`src/rtl/mdio_pkg.sv`:
```
package mdio_pkg;
    // register selects
    localparam logic [1:0] SEL_CLK  = 2'd0;
    localparam logic [1:0] SEL_CMD  = 2'd1;
    localparam logic [1:0] SEL_WDAT = 2'd2;
    localparam logic [1:0] SEL_RDAT = 2'd3;

    // field positions
    localparam int CLK_DIV_LSB  = 0;
    localparam int CLK_MODE_BIT = 8;
    localparam int CLK_PRE_BIT  = 9;
    localparam int CMD_OP_LSB   = 0;
    localparam int CMD_PORT_LSB = 2;
    localparam int CMD_REG_LSB  = 7;
    localparam int WDAT_PEND_BIT = 16;
    localparam int RDAT_VAL_BIT  = 16;
    localparam int RDAT_PEND_BIT = 17;

    // frame geometry
    localparam int DATA_LEN  = 16;
    localparam int ADDR_LEN  = 5;
    localparam int FRAME_LEN = 32;
endpackage

```
`src/rtl/mdio_mdc_div.sv`:
```
module mdio_mdc_div #(
    parameter int DIV_W = 8
) (
    input  logic             clk,
    input  logic             rst_n,
    input  logic             run,
    input  logic [DIV_W-1:0] half_div,
    output logic             mdc,
    output logic             rise_stb,
    output logic             fall_stb
);
    typedef struct packed {
        logic [DIV_W-1:0] cnt;
        logic             lvl;
    } div_t;

    div_t div_q, div_d;
    logic wrap;

    always_comb begin
        div_d = div_q;
        wrap  = run && (div_q.cnt == half_div);
        if (!run) begin
            div_d.cnt = '0;
            div_d.lvl = 1'b0;
        end else if (wrap) begin
            div_d.cnt = '0;
            div_d.lvl = ~div_q.lvl;
        end else begin
            div_d.cnt = div_q.cnt + 1'b1;
        end
    end

    always_ff @(posedge clk or negedge rst_n) begin
        if (!rst_n) div_q <= '0;
        else        div_q <= div_d;
    end

    assign mdc      = div_q.lvl;
    assign rise_stb = wrap && !div_q.lvl;
    assign fall_stb = wrap &&  div_q.lvl;
endmodule

```
`src/rtl/mdio_frame_fmt.sv`:
```
module mdio_frame_fmt
    import mdio_pkg::*;
(
    input  logic                 c45,
    input  logic [1:0]           op,
    input  logic [ADDR_LEN-1:0]  port_ad,
    input  logic [ADDR_LEN-1:0]  reg_ad,
    input  logic [DATA_LEN-1:0]  wdat,
    output logic [FRAME_LEN-1:0] frame,
    output logic                 is_read
);
    logic [1:0] st_bits;
    logic [1:0] op_bits;
    logic [DATA_LEN+1:0] tail;

    always_comb begin
        if (c45) begin
            st_bits = 2'b00;
            op_bits = op;
            is_read = op[1];
        end else begin
            st_bits = 2'b01;
            is_read = op[0];
            op_bits = op[0] ? 2'b10 : 2'b01;
        end
        // released bits are carried as ones
        tail  = is_read ? '1 : {2'b10, wdat};
        frame = {st_bits, op_bits, port_ad, reg_ad, tail};
    end
endmodule

```
`src/rtl/mdio_mgmt_master.sv`:
```
module mdio_mgmt_master
    import mdio_pkg::*;
#(
    parameter int           DIV_W        = 8,
    parameter int           REG_W        = 32,
    parameter int           PRE_LEN      = 32,
    parameter logic [7:0]   RST_HALF_DIV = 8'd4
) (
    input  logic             clk,
    input  logic             rst_n,
    input  logic             reg_wr,
    input  logic [1:0]       reg_addr,
    input  logic [REG_W-1:0] reg_wdata,
    output logic [REG_W-1:0] reg_rdata,
    output logic             mdc,
    output logic             mdio_o,
    output logic             mdio_oe,
    input  logic             mdio_i
);
    localparam int SH_LEN = PRE_LEN + FRAME_LEN;
    localparam int REM_W  = $clog2(SH_LEN + 1);
    localparam logic [REM_W-1:0] REM_LAST  = REM_W'(1);
    localparam logic [REM_W-1:0] REM_TA1   = REM_W'(DATA_LEN + 2);
    localparam logic [REM_W-1:0] REM_TA2   = REM_W'(DATA_LEN + 1);
    localparam logic [REM_W-1:0] REM_DATA  = REM_W'(DATA_LEN);
    localparam logic [REM_W-1:0] REM_FULL  = REM_W'(SH_LEN);
    localparam logic [REM_W-1:0] REM_SHORT = REM_W'(FRAME_LEN);

    typedef struct packed {
        logic [DIV_W-1:0]    half_div;
        logic                c45;
        logic                pre_en;
        logic [DATA_LEN-1:0] wdat;
        logic                busy;
        logic                rd_op;
        logic [SH_LEN-1:0]   shift;
        logic [REM_W-1:0]    rem;
        logic [DATA_LEN-1:0] rd_shift;
        logic                ta_ok;
        logic                wr_pend;
        logic                rd_pend;
        logic                rd_valid;
        logic [DATA_LEN-1:0] rd_data;
    } eng_t;

    eng_t q, d;

    logic                 rise_stb, fall_stb;
    logic [FRAME_LEN-1:0] fmt_frame;
    logic                 fmt_rd;

    mdio_mdc_div #(.DIV_W(DIV_W)) div_i (
        .clk      (clk),
        .rst_n    (rst_n),
        .run      (q.busy),
        .half_div (q.half_div),
        .mdc      (mdc),
        .rise_stb (rise_stb),
        .fall_stb (fall_stb)
    );

    mdio_frame_fmt fmt_i (
        .c45     (q.c45),
        .op      (reg_wdata[CMD_OP_LSB +: 2]),
        .port_ad (reg_wdata[CMD_PORT_LSB +: ADDR_LEN]),
        .reg_ad  (reg_wdata[CMD_REG_LSB +: ADDR_LEN]),
        .wdat    (q.wdat),
        .frame   (fmt_frame),
        .is_read (fmt_rd)
    );

    always_comb begin
        d = q;
        // register writes
        if (reg_wr) begin
            case (reg_addr)
                SEL_CLK: begin
                    d.half_div = reg_wdata[CLK_DIV_LSB +: DIV_W];
                    d.c45      = reg_wdata[CLK_MODE_BIT];
                    d.pre_en   = reg_wdata[CLK_PRE_BIT] | reg_wdata[CLK_MODE_BIT];
                end
                SEL_WDAT: d.wdat = reg_wdata[DATA_LEN-1:0];
                SEL_CMD: begin
                    if (!q.busy) begin
                        d.busy     = 1'b1;
                        d.rd_op    = fmt_rd;
                        d.shift    = q.pre_en ? {{PRE_LEN{1'b1}}, fmt_frame}
                                              : {fmt_frame, {PRE_LEN{1'b0}}};
                        d.rem      = q.pre_en ? REM_FULL : REM_SHORT;
                        d.ta_ok    = 1'b0;
                        d.wr_pend  = !fmt_rd;
                        d.rd_pend  = fmt_rd;
                    end
                end
                default: ;
            endcase
        end
        // serial engine
        if (q.busy) begin
            if (rise_stb && q.rd_op) begin
                if (q.rem == REM_TA2)
                    d.ta_ok = !mdio_i;
                if (q.rem <= REM_DATA)
                    d.rd_shift = {q.rd_shift[DATA_LEN-2:0], mdio_i};
            end
            if (fall_stb) begin
                if (q.rem == REM_LAST) begin
                    d.busy    = 1'b0;
                    d.wr_pend = 1'b0;
                    d.rd_pend = 1'b0;
                    if (q.rd_op) begin
                        d.rd_data  = q.rd_shift;
                        d.rd_valid = q.ta_ok;
                    end
                end else begin
                    d.shift = {q.shift[SH_LEN-2:0], 1'b0};
                    d.rem   = q.rem - 1'b1;
                end
            end
        end
    end

    always_ff @(posedge clk or negedge rst_n) begin
        if (!rst_n) begin
            q          <= '0;
            q.half_div <= DIV_W'(RST_HALF_DIV);
        end else begin
            q <= d;
        end
    end

    assign mdio_o  = q.busy ? q.shift[SH_LEN-1] : 1'b1;
    assign mdio_oe = q.busy && (!q.rd_op || (q.rem > REM_TA1));

    always_comb begin
        reg_rdata = '0;
        case (reg_addr)
            SEL_CLK: begin
                reg_rdata[CLK_DIV_LSB +: DIV_W] = q.half_div;
                reg_rdata[CLK_MODE_BIT]         = q.c45;
                reg_rdata[CLK_PRE_BIT]          = q.pre_en;
            end
            SEL_WDAT: begin
                reg_rdata[DATA_LEN-1:0]  = q.wdat;
                reg_rdata[WDAT_PEND_BIT] = q.wr_pend;
            end
            SEL_RDAT: begin
                reg_rdata[DATA_LEN-1:0]  = q.rd_data;
                reg_rdata[RDAT_VAL_BIT]  = q.rd_valid;
                reg_rdata[RDAT_PEND_BIT] = q.rd_pend;
            end
            default: ;
        endcase
    end

    // observation points for the bound checker
    logic                busy_w, wr_pend_w, rd_pend_w, rd_valid_w;
    logic [DATA_LEN-1:0] rd_data_w;
    assign busy_w     = q.busy;
    assign wr_pend_w  = q.wr_pend;
    assign rd_pend_w  = q.rd_pend;
    assign rd_valid_w = q.rd_valid;
    assign rd_data_w  = q.rd_data;
endmodule

```
`config.mk`:
```
export PLATFORM = sky130hd
export DESIGN_NAME = mdio_mgmt_master
export DESIGN_NICKNAME = d
export VERILOG_FILES = /design/src/rtl/mdio_pkg.sv /design/src/rtl/mdio_mdc_div.sv /design/src/rtl/mdio_frame_fmt.sv /design/src/rtl/mdio_mgmt_master.sv
export SDC_FILE = /design/constraint.sdc
export NUM_CORES = 1
export LEC_CHECK = 0
export BUFFER_PORTS_ARGS = -buffer_cell sky130_fd_sc_hd__buf_2
export CAP_MARGIN = 20
export CORE_ASPECT_RATIO = 2
export CORE_MARGIN = 2
export CORE_UTILIZATION = 35
export DETAILED_ROUTE_END_ITERATION = 16
export PLACE_DENSITY_LB_ADDON = 0.05
export SYNTH_ARGS = -nofsm -noshare
export SYNTH_HDL_FRONTEND = slang
export SYNTH_HIERARCHICAL = 1
export SYNTH_SLANG_ARGS = --single-unit
```
`constraint.sdc`:
```
create_clock -name clk -period 2.6 [get_ports clk]
set_input_delay 0.39 -clock clk [delete_from_list [all_inputs] [get_ports clk]]
set_output_delay 0.39 -clock clk [all_outputs]
set_load 0.01 [all_outputs]
```
# Word-level counts from Yosys, hierarchy flattened
# Index checks and enable logic that the tools add are counted.
# totals
reg_bits,144
input_bits,38
out_inout_bits,35
elab_cells,78
# op_classes
add_sub_neg,2
order_cmp,2
eq_ne,7
mux,32
bitwise,3
n_reduce_logical,16
# ops
op,count
73-bit two-way mux,2
71-bit two-way mux,2
107-bit two-way mux,1
72-bit two-way mux,1
64-bit two-way mux,1
17-bit two-way mux,3
19-bit two-way mux,2
10-bit case mux with 3 select lines,1
16-bit two-way mux,1
7-bit case mux with 2 select lines,1
1-bit two-way mux,9
3-bit two-way mux,3
9-bit two-way mux,1
8-bit by 1-bit adder with 8-bit output (second input constant),1
8-bit equality test,1
8-bit two-way mux,1
7-bit by 1-bit equality test with 1-bit output (second input constant),1
7-bit by 5-bit equality test with 1-bit output (second input constant),1
7-bit by 5-bit > comparator with 1-bit output (second input constant),1
7-bit by 5-bit <= comparator with 1-bit output (second input constant),1
7-bit two-way mux,1
7-bit by 1-bit subtractor with 7-bit output (second input constant),1
3-bit AND reduction,2
1-bit logical AND,5
11 further kinds,18

# Depth between registers and ports, before layout
# depth
word_depth,9
ltp_mapped,10

# Cells and area by module
# Netlist, hierarchy kept.
# modules_own_cells
module,n_inst,cells_each,area_each_um2
mdio_mgmt_master,1,613,6454.9
mdio_mdc_div,1,49,493.0
mdio_frame_fmt,1,37,265.3

# Worst setup path before layout
# Ideal clock, no wire load.
# synth_path
kind,register -> register
from,"register, netlist name q[129]"
to,register q[39] (netlist bit)
setup_time_ns,0.130
arrival_ns,2.031
t_required_ns,2.470
path_slack_ns,0.439
stages_incl_launch_ff,11
period_less_slack_ns,2.161
cell_sequence,dfstp_2 > xnor2_1 > nand4_1 > nor2_1 > and3_1 > nand2_1 > a31oi_4 > buf_4 > buf_4 > nand2_1 > mux2i_1
# synth_rtl
item,line_no,source
"end, declared",mdio_mgmt_master.sv:46,"eng_t q, d;"

==> flow_metrics.env <==
export IMPL_drt_iter0_markers=212
export IMPL_syn_cell_area_um2=7210
export IMPL_synth_top_area_share_pct=49.6
export IMPL_end_kind="register"
export IMPL_busiest_layer="met2"
export IMPL_setup_viol=0
export IMPL_grt_max_degree=68
export IMPL_io_pins=73
export IMPL_initial_utilization_pct=35.4
export IMPL_gp_congestion=0.751
export IMPL_grt_use_met3_pct=3.08
export IMPL_drv_cap=0
export IMPL_powerDensity_nw_per_um2=872
export IMPL_fmax_mhz=420
export IMPL_min_period_ns=2.38
export IMPL_status="completed"
export IMPL_peakVddDrop_v=0.000522
export IMPL_grt_util_all_layers_pct=16.6
export IMPL_post_route_util_pct=40.6
export IMPL_cp_max_fo=36
export IMPL_period_share_pct=91.5
export IMPL_drive_above_1_share_pct=24.2
export IMPL_hp_class="input pin to register"
export IMPL_syn2layout_area_growth_pct=14.6
export IMPL_yosys_top_cells_area="dfrtp_1 (50%), mux2_2 (9.1%), o21ai_0 (6.7%)"
export IMPL_first_global_vias=5396
export IMPL_cpMostUsedCell="buf_12"
export IMPL_hold_start="mdio_i"
export IMPL_dp_hpwl_um=11700
export IMPL_numClockSinks=144
export IMPL_yosys_top_cells_count="dfrtp_1 (143), o21ai_0 (96), nand2_1 (79)"
export IMPL_clock_latency_ns=0.42
export IMPL_rsz0062_at_grt="false"
export IMPL_cts_tree="yes"
export IMPL_drc=0
export IMPL_postRouteAntennaNets=0
export IMPL_grt_pass1_wl_um=28700
export IMPL_htree_levels=4
export IMPL_path_cells="xnor2_1 -> nand4_1 -> nor2_1 -> and3_1 -> nand2_2 -> a31oi_4 -> buf_12 -> buf_12 -> o21ai_0"
export IMPL_die_y_um=207
export IMPL_core_um2=20400
export IMPL_async_flop_share_pct=100
export IMPL_synthCells=699
export IMPL_drv_slew=0
export IMPL_avgSynthCellArea_um2=10.3
export IMPL_gr_usage_met1_pct=20.6
export IMPL_finalPower_uw=7210
export IMPL_fp_dieW_um=106
export IMPL_cp_slowest_cell="dfstp_2"
export IMPL_drt_first_pass_iters=4
export IMPL_yosysTopAreaCell="dfrtp_1"
export IMPL_ys_ff_latch=144
export IMPL_num_antenna_cells=0
export IMPL_required_ns=2.89
export IMPL_setup_worst_path_start_class="register"
export IMPL_dpl_cell_count=965
export IMPL_cp_arrival_ns=2.67
export IMPL_port_buffers=42
export IMPL_synth_edf_count=0
export IMPL_final_cells=998
export IMPL_path_class="register to register"
export IMPL_vias=5078
export IMPL_postRouteWirelength_um=17200
export IMPL_skew_ns=0.00863
export IMPL_worstSetupStartpoint="q[129]"
export IMPL_nets=760
export IMPL_wl_per_cell_um=17.2
export IMPL_avgViaCountPerCell=5.09
export IMPL_fin_setup_tns_ns=0
export IMPL_dieArea_um2=21800
export IMPL_ys_types=50
export IMPL_r2r_start="q[129]"
export IMPL_slew_headroom_pct=51.3
export IMPL_yosysSeqAreaShare_pct=50.0
export IMPL_cts_root_buf="clkbuf_16"
export IMPL_synth_most_common_cell="dfrtp_1"
export IMPL_path_clk_slew_ns=0.06
export IMPL_p_leak_uw=0.00359
export IMPL_synth_ff_type="dfrtp_1"
export IMPL_cts_made_buffers=17
export IMPL_gr_usage_met2_pct=28.1
export IMPL_clockBufferDepth=2
export IMPL_max_stage_delay_ns=0.56
export IMPL_hold_violations=0
export IMPL_synth_warnings=6
export IMPL_grt_overflow=0
export IMPL_worst_pin_slew_ns=0.729
export IMPL_fp_row_count=74
export IMPL_antenna_found_initial=0
-- cells by family after synthesis --
kind of cell             count (synthesis)  synth area share (%)
buffers and inverters                   81                  6.37
adder cells (fa/ha/maj)                  3                 0.520
AND/OR/NAND/NOR                        220                  16.4
multiplexers                            80                  13.0
flip-flops                             144                  50.0
other                                    3                 0.156
XOR/XNOR                                15                  1.82
AO/OA/AOI/OAI                          153                  11.8
-- final timing paths --
check | endpoint | slack (ns) | cells after the start
worst max-delay path | q[63] | 0.22 | 9
worst min-delay path | q[19] | 0.20 | 2
worst max register to register | q[63] | 0.22 | 9
worst min register to register | q[73] | 0.48 | 2
max in group asynchronous | q[129] | 1.39 | 3
min in group asynchronous | q[106] | 0.47 | 2
-- routing by layer --
metal | part of all wire (%) | vias to the layer above
li1 | - | 2425
met1 | 44 | 2548
met2 | 52 | 83
met3 | 2.3 | 22
met4 | 2.5 | 0
met5 | 0 | -
-- metrics by stage --
step	worst slack (ns)	instance area, µm²	hold WS (ns)
6_report	0.221	8270	0.204
5_1_grt	0.00350	8270	0.196
4_1_cts	0.0821	8260	0.184
3_5_place_dp	0.0979	7620	0.356
3_3_place_gp	0.149	7620	0.360
2_1_floorplan	0.439	7260	0.0944
-- layout by cell type, fill, tap and decap left out, types with 2 or more instances in the layout --
master and instances:
xnor2_1 11, xor2_1 4, mux2_2 58, mux2i_1 11, clkinvlp_4 3, nand3b_1 2, nand2b_1 18, a21oi_1 37
inv_1 6, ha_1 3, mux2_4 10, clkbuf_8 2, nand2_1 78, buf_6 2, dfrtp_1 143, clkinv_2 3
nor2b_1 7, buf_12 6, inv_6 2, or3_1 35, nor2_4 2, buf_2 41, buf_4 13, a31oi_1 2
o21ai_0 96, clkbuf_16 17, nand4_1 3, bufinv_16 4, and3_1 36, nor2_1 17, a22o_1 10, conb_1 16
nand3_1 9
-- sequential cells by signal, indices dropped and copies added (netlist names) --
| register | cells |
|---|---|
| wr_pend_w | 1 |
| busy_w | 1 |
| rd_data_w | 16 |
| div_i/mdc | 1 |
| rd_pend_w | 1 |
| q | 115 |
| div_i/div_q | 8 |
| rd_valid_w | 1 |
-- where the power goes --
part	switching, µW	internal, µW
Clock	984	1660
Combinational	621	591
Sequential	477	2880
-- critical path, delay by kind of cell, from the launching register on --
kind | cells | cell delay (ns)
and+or+nand+nor | 4 | 0.81
DFF | 1 | 0.56
buffers and inverters | 2 | 0.41
AOI/OAI and AO/OA | 2 | 0.31
xor gates and xnor gates | 1 | 0.12
-- layout make-up --
class	instances	area, µm²
clock buffers	19	453
multi-input cells	487	3220
repair buffers	63	455
well taps	266	333
inverters	6	22.5
fillers	2049	12100
flip-flops and latches	144	3600
clock inverters	13	184
-- what timing repair did --
item                       4_1_cts  5_1_grt
setup buffers                    0        0
setup endpoints to repair        0       41
hold endpoints to repair        43        0
resized for setup                0        2
hold buffers                     1        0
Power figures use the tool's default switching activity.
